### src/rtl/ddr2_mrs_issuer.sv
module ddr2_mrs_issuer #(
  parameter int TMRD   = 2,
  parameter int CL_MIN = 3,
  parameter int CL_MAX = 6,
  parameter int PS_W   = 16
) (
  input  logic            clk,
  input  logic            rst_n,
  input  logic            req,
  input  logic [3:0]      cfg_bl,
  input  logic            cfg_interleave,
  input  logic [2:0]      cfg_cl,
  input  logic [PS_W-1:0] cfg_twr_ps,
  input  logic [PS_W-1:0] cfg_tck_ps,
  input  logic            cfg_slow_exit,
  input  logic [1:0]      cfg_target,
  input  logic            all_precharged,
  input  logic            cke_high,
  output logic            cs_n,
  output logic            ras_n,
  output logic            cas_n,
  output logic            we_n,
  output logic [1:0]      ba,
  output logic [12:0]     addr,
  output logic            busy,
  output logic            err
);
  localparam int CW = (TMRD > 1) ? $clog2(TMRD) : 1;
  localparam logic [CW-1:0]   HOLD_LOAD = CW'(TMRD - 1);
  localparam logic [2:0]      CL_LO     = 3'(CL_MIN);
  localparam logic [2:0]      CL_HI     = 3'(CL_MAX);
  localparam logic [PS_W:0]   ONE       = (PS_W+1)'(1);
  localparam logic [PS_W:0]   WR_MAX    = (PS_W+1)'(8);

  typedef enum logic [1:0] {S_IDLE, S_PEND, S_HOLD} state_t;
  state_t        state;
  logic [CW-1:0] hold_cnt;
  logic          cmd;

  logic [PS_W:0] wr_num, wr_den, wr_cyc;
  logic [2:0]    wr_code, bl_code;
  logic          bl_ok, cl_ok, wr_ok, cfg_ok;
  logic [12:0]   word;

  assign wr_num  = {1'b0, cfg_twr_ps} + {1'b0, cfg_tck_ps} - ONE;
  assign wr_den  = (cfg_tck_ps == '0) ? ONE : {1'b0, cfg_tck_ps};
  assign wr_cyc  = wr_num / wr_den;
  assign wr_ok   = (cfg_tck_ps != '0) && (wr_cyc <= WR_MAX);
  assign wr_code = (wr_cyc <= ONE) ? 3'd1 : 3'(wr_cyc - ONE);

  assign bl_ok   = (cfg_bl == 4'd4) || (cfg_bl == 4'd8);
  assign bl_code = (cfg_bl == 4'd8) ? 3'b011 : 3'b010;
  assign cl_ok   = (cfg_cl >= CL_LO) && (cfg_cl <= CL_HI);
  assign cfg_ok  = (cfg_target != 2'b00) || (bl_ok && cl_ok && wr_ok);

  assign word = (cfg_target != 2'b00) ? 13'd0 :
                {cfg_slow_exit, wr_code, 2'b00, cfg_cl, cfg_interleave, bl_code};

  assign cs_n  = ~cmd;
  assign ras_n = ~cmd;
  assign cas_n = ~cmd;
  assign we_n  = ~cmd;
  assign busy  = (state != S_IDLE);

  always_ff @(posedge clk) begin
    if (!rst_n) begin
      state    <= S_IDLE;
      hold_cnt <= '0;
      cmd      <= 1'b0;
      err      <= 1'b0;
      ba       <= 2'b00;
      addr     <= '0;
    end else begin
      cmd <= 1'b0;
      err <= 1'b0;
      case (state)
        S_IDLE: if (req) begin
          if (cfg_ok) begin
            ba    <= cfg_target;
            addr  <= word;
            state <= S_PEND;
          end else begin
            err <= 1'b1;
          end
        end
        S_PEND: if (all_precharged && cke_high) begin
          cmd      <= 1'b1;
          hold_cnt <= HOLD_LOAD;
          state    <= S_HOLD;
        end
        S_HOLD: begin
          if (hold_cnt == '0) state <= S_IDLE;
          else                hold_cnt <= hold_cnt - 1'b1;
        end
        default: state <= S_IDLE;
      endcase
    end
  end
endmodule

### config.mk
export PLATFORM = sky130hd
export DESIGN_NAME = ddr2_mrs_issuer
export DESIGN_NICKNAME = d
export VERILOG_FILES = /design/src/rtl/ddr2_mrs_issuer.sv
export SDC_FILE = /design/constraint.sdc
export NUM_CORES = 1
export LEC_CHECK = 0
export ABC_AREA = 0
export BUFFER_PORTS_ARGS = -buffer_cell sky130_fd_sc_hd__buf_4
export CORE_ASPECT_RATIO = 1.2
export CORE_MARGIN = 2
export CORE_UTILIZATION = 52
export DETAILED_ROUTE_END_ITERATION = 8
export PLACE_DENSITY = 0.8
export SYNTH_ARGS = -nofsm -noshare
export SYNTH_HDL_FRONTEND = slang
export SYNTH_SLANG_ARGS = --single-unit
### constraint.sdc
create_clock -name clk -period 58 [get_ports clk]
set_input_delay 5.8 -clock clk [delete_from_list [all_inputs] [get_ports clk]]
set_output_delay 5.8 -clock clk [all_outputs]
set_load 0.005 [all_outputs]
# Word-level counts from Yosys, hierarchy flattened
# Cells that the tools add are included.
op_classes:
  reduce_logical: 18
  order_cmp: 4
  n_mux: 14
  bitwise_logic: 1
  eq_ne: 8
  n_addsub: 4
  div: 1
ops:
  columns: ["cell", "n"]
  rows:
  - ["adder 16 x 16 -> 17 bit", 1]
  - ["divider 17 x 17 -> 17 bit", 1]
  - ["less-or-equal comparator 17 x 1 -> 1 bit (second input constant)", 1]
  - ["less-or-equal comparator 17 x 4 -> 1 bit (second input constant)", 1]
  - ["subtractor 17 x 1 -> 17 bit (second input constant)", 1]
  - ["logical NOT 16 bit", 1]
  - ["2-to-1 mux 16 bit", 1]
  - ["nonzero test 16 bit", 1]
  - ["2-to-1 mux 13 bit", 1]
  - ["2-to-1 mux 2 bit", 4]
  - ["!= test 2 bit (second input constant)", 4]
  - ["case mux 2 bit (3 select lines)", 1]
  - ["AND reduction 3 bit", 2]
  - ["nonzero test 2 bit", 3]
  - ["logical AND 1 bit", 5]
  - ["2-to-1 mux 1 bit", 5]
  - ["== test 4 x 3 -> 1 bit (second input constant)", 1]
  - ["== test 4 bit (second input constant)", 1]
  - ["AND reduction 2 bit", 2]
  - ["AND reduction 4 bit", 1]
  - ["greater-or-equal comparator 3 x 2 -> 1 bit (second input constant)", 1]
  - ["less-or-equal comparator 3 bit (second input constant)", 1]
  - ["2-to-1 mux 3 bit", 1]
  - ["subtractor 3 x 1 -> 3 bit (second input constant)", 1]
  - ["other kinds (7)", 8]
totals:
  wordCells: 56
  out_inout_bits: 21
  ff_bits: 20
  in_bits: 48

# Depth between registers and ports, before layout
# Gate-level depths: netlist of the first run.
depth:
  ltp_word: 10
  ltp_mapped: 174
  mapped_depth_nobuf: 163

# Least setup slack after synthesis of the first run
# No wires, ideal clock.
synth_timing:
  path_type: "in2reg"
  start: "input port cfg_twr_ps[2]"
  end: "register addr[10]"
  stages: 154
  path_buffers: 12
  path_slack_ns: 21.656
  arrival_time_ns: 36.286
  setup_time_ns: 0.058
  cell_sequence: "inv_1 > ha_1 > inv_1 > ha_1 > a211oi_2 > nor4_1 > nor3_1 > a21oi_1 > or3_1 > nand2_1 > inv_1 > ha_1 > nand4_1 > a2111oi_0 > a31oi_1 > o21a_1 > ha_1 > o21a_1 > (+118 left out) > mux2_2 > ha_1 > a21o_1 > a21oi_1 > o21ai_0 > a21oi_1 > o21ai_0 > a21o_1 > nor3_1 > and3_1 > a21oi_1 > inv_1 > ha_1 > a221o_1 > nand3_1 > a311o_1 > a2111o_1 > nand2_1"
synth_via:
  elab_chain_cells: 8
  word_cells_on_any_way: 12
  cone_classes: "add/sub (3); div (1); order compare (2); mux (2); reduce/logical (4)"
synth_rtl:
  columns: ["element", "line_no", "text"]
  rows:
  - ["start, declared", "13", "input logic [PS_W-1:0] cfg_twr_ps,"]
  - ["adder 16 x 16 -> 17 bit (*)", "45", "assign wr_num = {1'b0, cfg_twr_ps} + {1'b0, cfg_tck_ps} - ONE;"]
  - ["subtractor 17 x 1 -> 17 bit (*)", "45", null]
  - ["divider 17 x 17 -> 17 bit (*)", "47", "assign wr_cyc = wr_num / wr_den;"]
  - ["less-or-equal comparator 17 x 4 -> 1 bit", "48", "assign wr_ok = (cfg_tck_ps != '0) && (wr_cyc <= WR_MAX);"]
  - ["logical AND 1 bit", "48", null]
  - ["logical AND 1 bit", "54", "assign cfg_ok = (cfg_target != 2'b00) || (bl_ok && cl_ok && wr_ok);"]
  - ["logical OR 1 bit", "54", null]
  - ["AND reduction 3 bit (no line)", null, null]
  - ["end signal, assigned", "80", "addr <= word;"]
  - ["end, declared", "24", "output logic [12:0] addr,"]
# Mark *: on every way between the ends. The rest lies on a longest branch, timed or not.
# A chain may end at the register's enable or synchronous reset.

# Worst setup path in the final report of the first run
layout_timing:
  start: "input port cfg_tck_ps[2]"
  end: "register addr[6]"
layout_via:
  elab_chain_cells: 8
  word_cells_on_any_way: 11
  cone_classes: "add/sub (2); div (1); order compare (1); mux (1); reduce/logical (6)"
layout_rtl:
  columns: ["element", "line_no", "text"]
  rows:
  - ["start, declared", "14", "input logic [PS_W-1:0] cfg_tck_ps,"]
  - ["adder 16 x 16 -> 17 bit / logical NOT 16 bit (equally long branches)", "45, 46", null]
  - ["subtractor 17 x 1 -> 17 bit / 2-to-1 mux 16 bit (equally long branches)", "45, 46", null]
  - ["divider 17 x 17 -> 17 bit", "47", null]
  - ["less-or-equal comparator 17 x 4 -> 1 bit", "48", null]
  - ["logical AND 1 bit (*)", "48", null]
  - ["logical AND 1 bit (*)", "54", null]
  - ["logical OR 1 bit (*)", "54", null]
  - ["AND reduction 3 bit (no line) (*)", null, null]
# Marked as above.

==> impl_results.md, run 1 <==
- Status: complete, no violations
- Leakage power: 5.20 nW
- Min Tclk post-route: 43.14 ns
- Final Net Count: 1760
- Max Cap Viol: 0
- CP Launch Point: cfg_tck_ps[2]
- Crit. path cell count: 149
- Total clock sinks: 17
- Drt pass-1 iters: 6
- Hold buffers post-CTS: 0
- DR DRC count: 0
- Global route overflow: 0
- Mapped cell area: 0.0103 mm2
- CP arrival: 43.31 ns
- Routed len/inst: 19.0 um
- Worst Max-Slew Pin Slew: 1.15 ns
- Clock transition at path regs: 0.05 ns
- PortBufs: 65
- F_max: 23.2 MHz
- Count of cell types in the netlist: 100
- PnR Total Power: 0.000459 W
- Setup TNS: 0 ns
- R2r setup slk: 55.28 ns
- # IOs: 69
- Mean post-synth cell area: 6.97 um2
- Clock Path Buffers: 2
- Slowest stage cell, crit path: a21oi_1
- # resized after CTS: 0
- HPWL after DPL: 28000 um
- Crit Path Max Fanout: 23
- Largest family of logic cells by synthesized area: compound AO/OA/AOI/OAI gates
- Vias post-DR: 11.6k
- Num CTS Buffers: 3
- Root Driver: clkbuf_16
- R2r worst-path depth: 8
- Die area: 0.0209 mm2
- Fin util: 57.0%
- Worst setup SP type: primary input
- Crit end category: register
- Flops & latches, synth: 17
- Synth Flop Type: dfxtp_1
- GRT Total Usage: 31.4%
- Starting DRT DRC Count: 843
- FF-to-FF End: addr[10]$_SDFFE_PN0P_
- Hold Violations, Final: 0
- Drt total wl: 33800 um
- CP Buf/Inv Count: 13
- Hold crit path type: register to register
- VDD IR-drop max: 0.0184 mV
- Detail Route Antenna Nets: 0
- Ratio of cells with drive above 1 in the final layout: 9.65%
- Area fraction in and, or, nand and nor cells after synthesis: 25.5%
- CTS tree: built
- Setup Fix Bufs, Post-CTS: 0
- Chip height: 158 um
- Die width: 132 um
- Largest net degree at the start of global routing: 24
- Register area share after synthesis: 3.31%
- Htree depth: 1
- Synthesis-to-finish area growth: 7.97%
- Core Region: 0.0195 mm2
- First-pass GRT wire length: 53700 um
- Most used cell, CP: ha_1
- Post-synthesis adder-cell area fraction: 23.0%
- Initial core utilization: 52.8%
- Final setup viols: 0
- Vias in the first global route: 10.9k
- Row Count: 56
- Mux cell area share after synthesis: 2.95%
- Final std cell area, no fill: 0.0111 mm2
- Placed Area: 0.0110 mm2
- Crit-path leading delay family: compound AO/OA/AOI/OAI gates
- Final GP Congestion: 1.02
- Initial antenna violation count: 0
- Clk_lat worst skew: 0.25 ns
- Critical path data required time: 58.17 ns
- Vias per std cell: 6.50
- Compound-cell area share of the yosys netlist: 32.6%
- Post-synth ARST share: 0%
- EDFF count, synth: 0
- Worst Setup EP: addr[6]$_SDFFE_PN0P_
- Synth Instances: 1474
- Slew headroom: 23.6%
- Final period util: 74.4%
- CP max stage delay: 0.89 ns
- Yosys warns: 0
- Crit path kind: primary input to register
- Critical R2R Launch: state[1]$_SDFFE_PN0P_
- RSZ-0062 raised after global routing: false
- Diode count: 0
- Post-Synth XOR/XNOR Area: 6.22%
- Clk_skew: 0.00382 ns
- P per Cell Area: 41.4 mW/mm2
- Final slew viol count: 0
==> layer usage <==
layer  part of all wire [%]  up-vias  GRT usage [%]
li1                       -     5593              -
met1                     39     5258           35.1
met2                     47      588           58.0
met3                    7.6      161           3.59
met4                    6.6        0           17.5
met5                      0        -              0
==> how the worst min path moves through the flow <==
| stage | startpoint | end | slack, ns | cells after the start |
|---|---|---|---|---|
| floorplan | addr[1]$_SDFFE_PN0P_ | addr[1]$_SDFFE_PN0P_ | 0.47 | 2 |
| global placement | addr[1]$_SDFFE_PN0P_ | addr[1]$_SDFFE_PN0P_ | 0.45 | 2 |
| detailed placement | addr[1]$_SDFFE_PN0P_ | addr[1]$_SDFFE_PN0P_ | 0.46 | 2 |
| CTS | addr[1]$_SDFFE_PN0P_ | addr[1]$_SDFFE_PN0P_ | 0.47 | 2 |
| global route | addr[12]$_SDFFE_PN0P_ | addr[12]$_SDFFE_PN0P_ | 0.50 | 2 |
| finish | addr[1]$_SDFFE_PN0P_ | addr[1]$_SDFFE_PN0P_ | 0.48 | 2 |
==> synth_stat cells, types with 6 or more instances <==
cell | instances | share of area (%)
mux2i_1 | 10 | 0.97
nand4_1 | 14 | 0.85
a21boi_0 | 14 | 1.0
o211a_1 | 6 | 0.58
a21oi_1 | 104 | 5.1
or3_1 | 27 | 1.6
clkbuf_1 | 19 | 0.69
inv_1 | 130 | 4.7
nand2_1 | 115 | 4.2
a31oi_1 | 20 | 1.2
nand3_1 | 61 | 3.0
a21o_1 | 46 | 3.4
a211o_1 | 8 | 0.68
xor2_1 | 30 | 2.6
o21bai_1 | 9 | 0.66
buf_4 | 6 | 0.44
nor2b_1 | 15 | 0.91
o21ai_1 | 17 | 0.83
nor2_1 | 134 | 4.9
a211oi_1 | 19 | 1.4
nor4_1 | 12 | 0.73
o211ai_1 | 18 | 1.3
o31a_1 | 7 | 0.60
nand3b_1 | 6 | 0.44
o21a_1 | 45 | 3.3
nor3_1 | 54 | 2.6
o21ai_0 | 72 | 3.5
and3_1 | 12 | 0.73
ha_1 | 187 | 23
dfxtp_1 | 17 | 3.3
xnor2_1 | 43 | 3.7
mux2_2 | 18 | 2.0
and2_1 | 16 | 0.97
nand2b_1 | 17 | 1.0
or2_2 | 14 | 0.85
o31ai_1 | 8 | 0.58
==> sequential cells by signal (all words and copies together), names as in the netlist <==
register and cells:
hold_cnt 1, state 2, cmd 1, err 1, addr 10, ba 2
==> kinds of logic (layout without fill, tap and decap cells) <==
| logic type | after synthesis | in the layout |
|---|---|---|
| AO/OA/AOI/OAI | 477 | 477 |
| XOR/XNOR | 73 | 73 |
| adder cells (fa/ha/maj) | 188 | 188 |
| buffers and inverters | 165 | 212 |
| flip-flops | 17 | 17 |
| multiplexers | 28 | 28 |
| other | 1 | 3 |
| AND/OR/NAND/NOR | 525 | 525 |
==> cells in the final DEF (no fill, tap or decap), drive strengths merged, types with 7 or more instances in the layout <==
cell type	n
inv	132
mux2	18
a21oi	105
and3	12
a211o	8
a2111oi	8
xor2	30
nor2b	15
nand2	115
ha	187
o211ai	20
o31a	7
nand2b	17
and2	16
a21boi	15
o31ai	10
o21bai	9
dfxtp	17
mux2i	10
nand4	14
or3	27
buf	75
o21ai	92
o21a	45
nor4	13
a31oi	21
nor3	57
xnor2	43
a21o	46
a211oi	22
nor2	135
or2	17
nand3	62
==> tightest hold or removal path: stages (launching register included) <==
cell,delay [ns]
dfxtp_1,0.32
nor2_1,0.05
nor2_1,0.07
==> layout make-up <==
cell class | count | area (um2)
timing repair buffer | 75 | 563
inverter | 133 | 499
fill | 1951 | 8380
clock buffer | 4 | 78.8
tap | 261 | 327
multi-input combinational | 1294 | 9290
sequential | 17 | 340
==> report_power, final <==
group / total (W) / internal [W] / switching [W]
sequential: 0.0000122 / 0.0000120 / 0.000000196
combinational: 0.000433 / 0.000178 / 0.000255
clock: 0.0000136 / 0.00000932 / 0.00000426
==> stage by stage <==
step	cells	hold slack, ns	worst slack, ns
after floorplan	1476	0.465	21.66
after detailed placement	1780	0.460	15.55
after global routing	1784	0.498	12.25
after CTS	1784	0.471	15.67
final	1784	0.479	14.86
after global placement	1780	0.451	16.35
Note: power is estimated with default switching activity, not from simulation.
==> run 2: changes to the inputs <==
--- a/config.mk
+++ b/config.mk
@@ -11,7 +11,7 @@
 export CORE_MARGIN = 2
 export CORE_UTILIZATION = 52
 export DETAILED_ROUTE_END_ITERATION = 8
-export PLACE_DENSITY = 0.8
+export PLACE_DENSITY = 0.83
 export SYNTH_ARGS = -nofsm -noshare
 export SYNTH_HDL_FRONTEND = slang
 export SYNTH_SLANG_ARGS = --single-unit
==> constraint.sdc (replaced) <==
create_clock -name clk -period 37.8 [get_ports clk]
set_input_delay 3.78 -clock clk [delete_from_list [all_inputs] [get_ports clk]]
set_output_delay 3.78 -clock clk [all_outputs]
set_load 0.005 [all_outputs]
==> run 2 against run 1 <==
Effect of this change:
- global-route usage hardly changed
- non-clock buffer count grew 37
- register-to-register slack got worse by 20 ns
- wire length increased by 1.8%
- clock skew down 0.0014 ns
- final area grew 5.3%
- critical path type unchanged
- sequential share of layout area shrank 0.15 points
- setup slack lost 14 ns
- combinational power increased by 61%
- flip-flop and latch count is the same
- highest routed layer unchanged
==> impl_results.md, run 2 (synthesis gave the netlist of run 1 again) <==
- Detail Route Antenna Nets: 0
- Top reg by flops: addr
- Most Used Layer, Global Route: met2
- Final period util: 96.4%
- Global route overflow: 0
- Largest regs: addr (10), ba (2), state (2)
- Total clock sinks: 17
- First-pass GRT wire length: 54300 um
- Met2 Usage GRT: 54.9%
- Clock Path Buffers: 2
- Most frequent cells in the layout: 187 x ha_1, 133 x nor2_1, 130 x inv_1, 113 x nand2_1, 111 x buf_4
- Starting DRT DRC Count: 1002
- CP arrival: 36.65 ns
- PortBufs: 65
- Chip height: 158 um
- Critical path data required time: 37.99 ns
- Drt total wl: 34400 um
- Row Count: 56
- VDD IR-drop max: 0.0279 mV
- DR DRC count: 0
- Largest net degree at the start of global routing: 23
- Final Net Count: 1797
- Clock transition at path regs: 0.05 ns
- GRT Total Usage: 31.4%
- Core Region: 0.0195 mm2
- Drt pass-1 iters: 6
- Setup TNS: 0 ns
- Hold Violations, Final: 0
- CTS tree: built
- Hold buffers post-CTS: 0
- Clk_skew: 0.00245 ns
- PnR Total Power: 0.000736 W
- Hold crit path type: register to register
- Die area: 0.0209 mm2
- Worst setup SP type: primary input
- Slowest stage cell, crit path: or4_1
- CP max stage delay: 0.60 ns
- Num CTS Buffers: 3
- Max reg flops: 10
- Ratio of cells with drive above 1 in the final layout: 14.4%
- Final GP Congestion: 1.08
- Crit Path Max Fanout: 22
- Final setup viols: 0
- Crit path kind: primary input to register
- Commonest non-fill, non-tap cell in the layout: ha_1
- Crit end category: register
- Htree depth: 1
- F_max: 27.4 MHz
- Placed Area: 0.0112 mm2
- Most used cell, CP: ha_1
- Vias in the first global route: 11.4k
- Grt met3 use: 4.35%
- Status: complete, no violations
- Slew headroom: 37.2%
- Fin util: 60.0%
- R2r setup slk: 35.63 ns
- Max Cap Viol: 0
- Final slew viol count: 0
- Diode count: 0
- Final std cell area, no fill: 0.0117 mm2
- Vias post-DR: 12.0k
- Initial antenna violation count: 0
- Synthesis-to-finish area growth: 13.7%
- # IOs: 69
- Min Tclk post-route: 36.46 ns
- HPWL after DPL: 27800 um
- Die width: 132 um
- WHS: 0.481 ns
- Routed len/inst: 18.9 um
- Vias per std cell: 6.59
- Root Driver: clkbuf_16
- P per Cell Area: 63.0 mW/mm2
- Worst Max-Slew Pin Slew: 0.941 ns
- M1 GR Usage: 35.4%
- Leakage power: 5.43 nW
- Clk_lat worst skew: 0.25 ns
- Initial core utilization: 52.8%
## run 2: cell count changes in the layout (fill, tap and decap cells not counted), sizes merged
cell | previous run | this run
inv | 132 | 133
buf | 75 | 112
clkinv | 1 | 0
## run 2: stage by stage
stage / instances / setup WS, ns
6_report: 1821 / 1.34
4_1_cts: 1805 / 0.0839
3_5_place_dp: 1801 / -0.803
3_3_place_gp: 1801 / 0.190
2_1_floorplan: 1476 / 3.48
5_1_grt: 1821 / -0.207
## run 2: metal layers
layer / part of all wire (%) / wire (um)
met1: 37 / 12800
met2: 46 / 15800
met5: 0 / 0
met4: 8.3 / 2860
met3: 8.8 / 3040
## run 2: final timing paths
kind	depth (start not counted)	endpoint	from
setup / recovery	152	addr[10]$_SDFFE_PN0P_	cfg_tck_ps[2]
hold reg to reg	2	addr[4]$_SDFFE_PN0P_	addr[4]$_SDFFE_PN0P_
setup reg to reg	8	addr[10]$_SDFFE_PN0P_	state[1]$_SDFFE_PN0P_
hold / removal	2	addr[4]$_SDFFE_PN0P_	addr[4]$_SDFFE_PN0P_
## run 2: area by class of cell
class / instances / area [um2]
inverter: 133 / 499
multi-input combinational: 1294 / 9580
tap: 261 / 327
clock buffer: 4 / 78.8
fill: 1820 / 7800
sequential: 17 / 340
timing repair buffer: 112 / 853
## run 2: worst max-delay path: cells and delay by family
family	cells	cell delay, ns
compound gates	74	16.37
fa+ha+maj	20	6.15
buf+inv	18	2.24
mux	3	1.14
simple gates	37	6.88
## run 2: power breakdown
| part | leakage (nW) | switching, W | total (W) | internal (W) |
|---|---|---|---|---|
| Sequential | 0.138 | 0.000000328 | 0.0000188 | 0.0000184 |
| Combinational | 5.26 | 0.000405 | 0.000696 | 0.000291 |
| Clock | 0.0382 | 0.00000650 | 0.0000208 | 0.0000143 |
## run 2: what timing repair did
action                                  4_1_cts  5_1_grt
endpoints found under the setup margin       14       14
pin swaps                                     0        9
buffers inserted                              0       16
gates cloned                                  0        0
gates resized for setup                       8       49
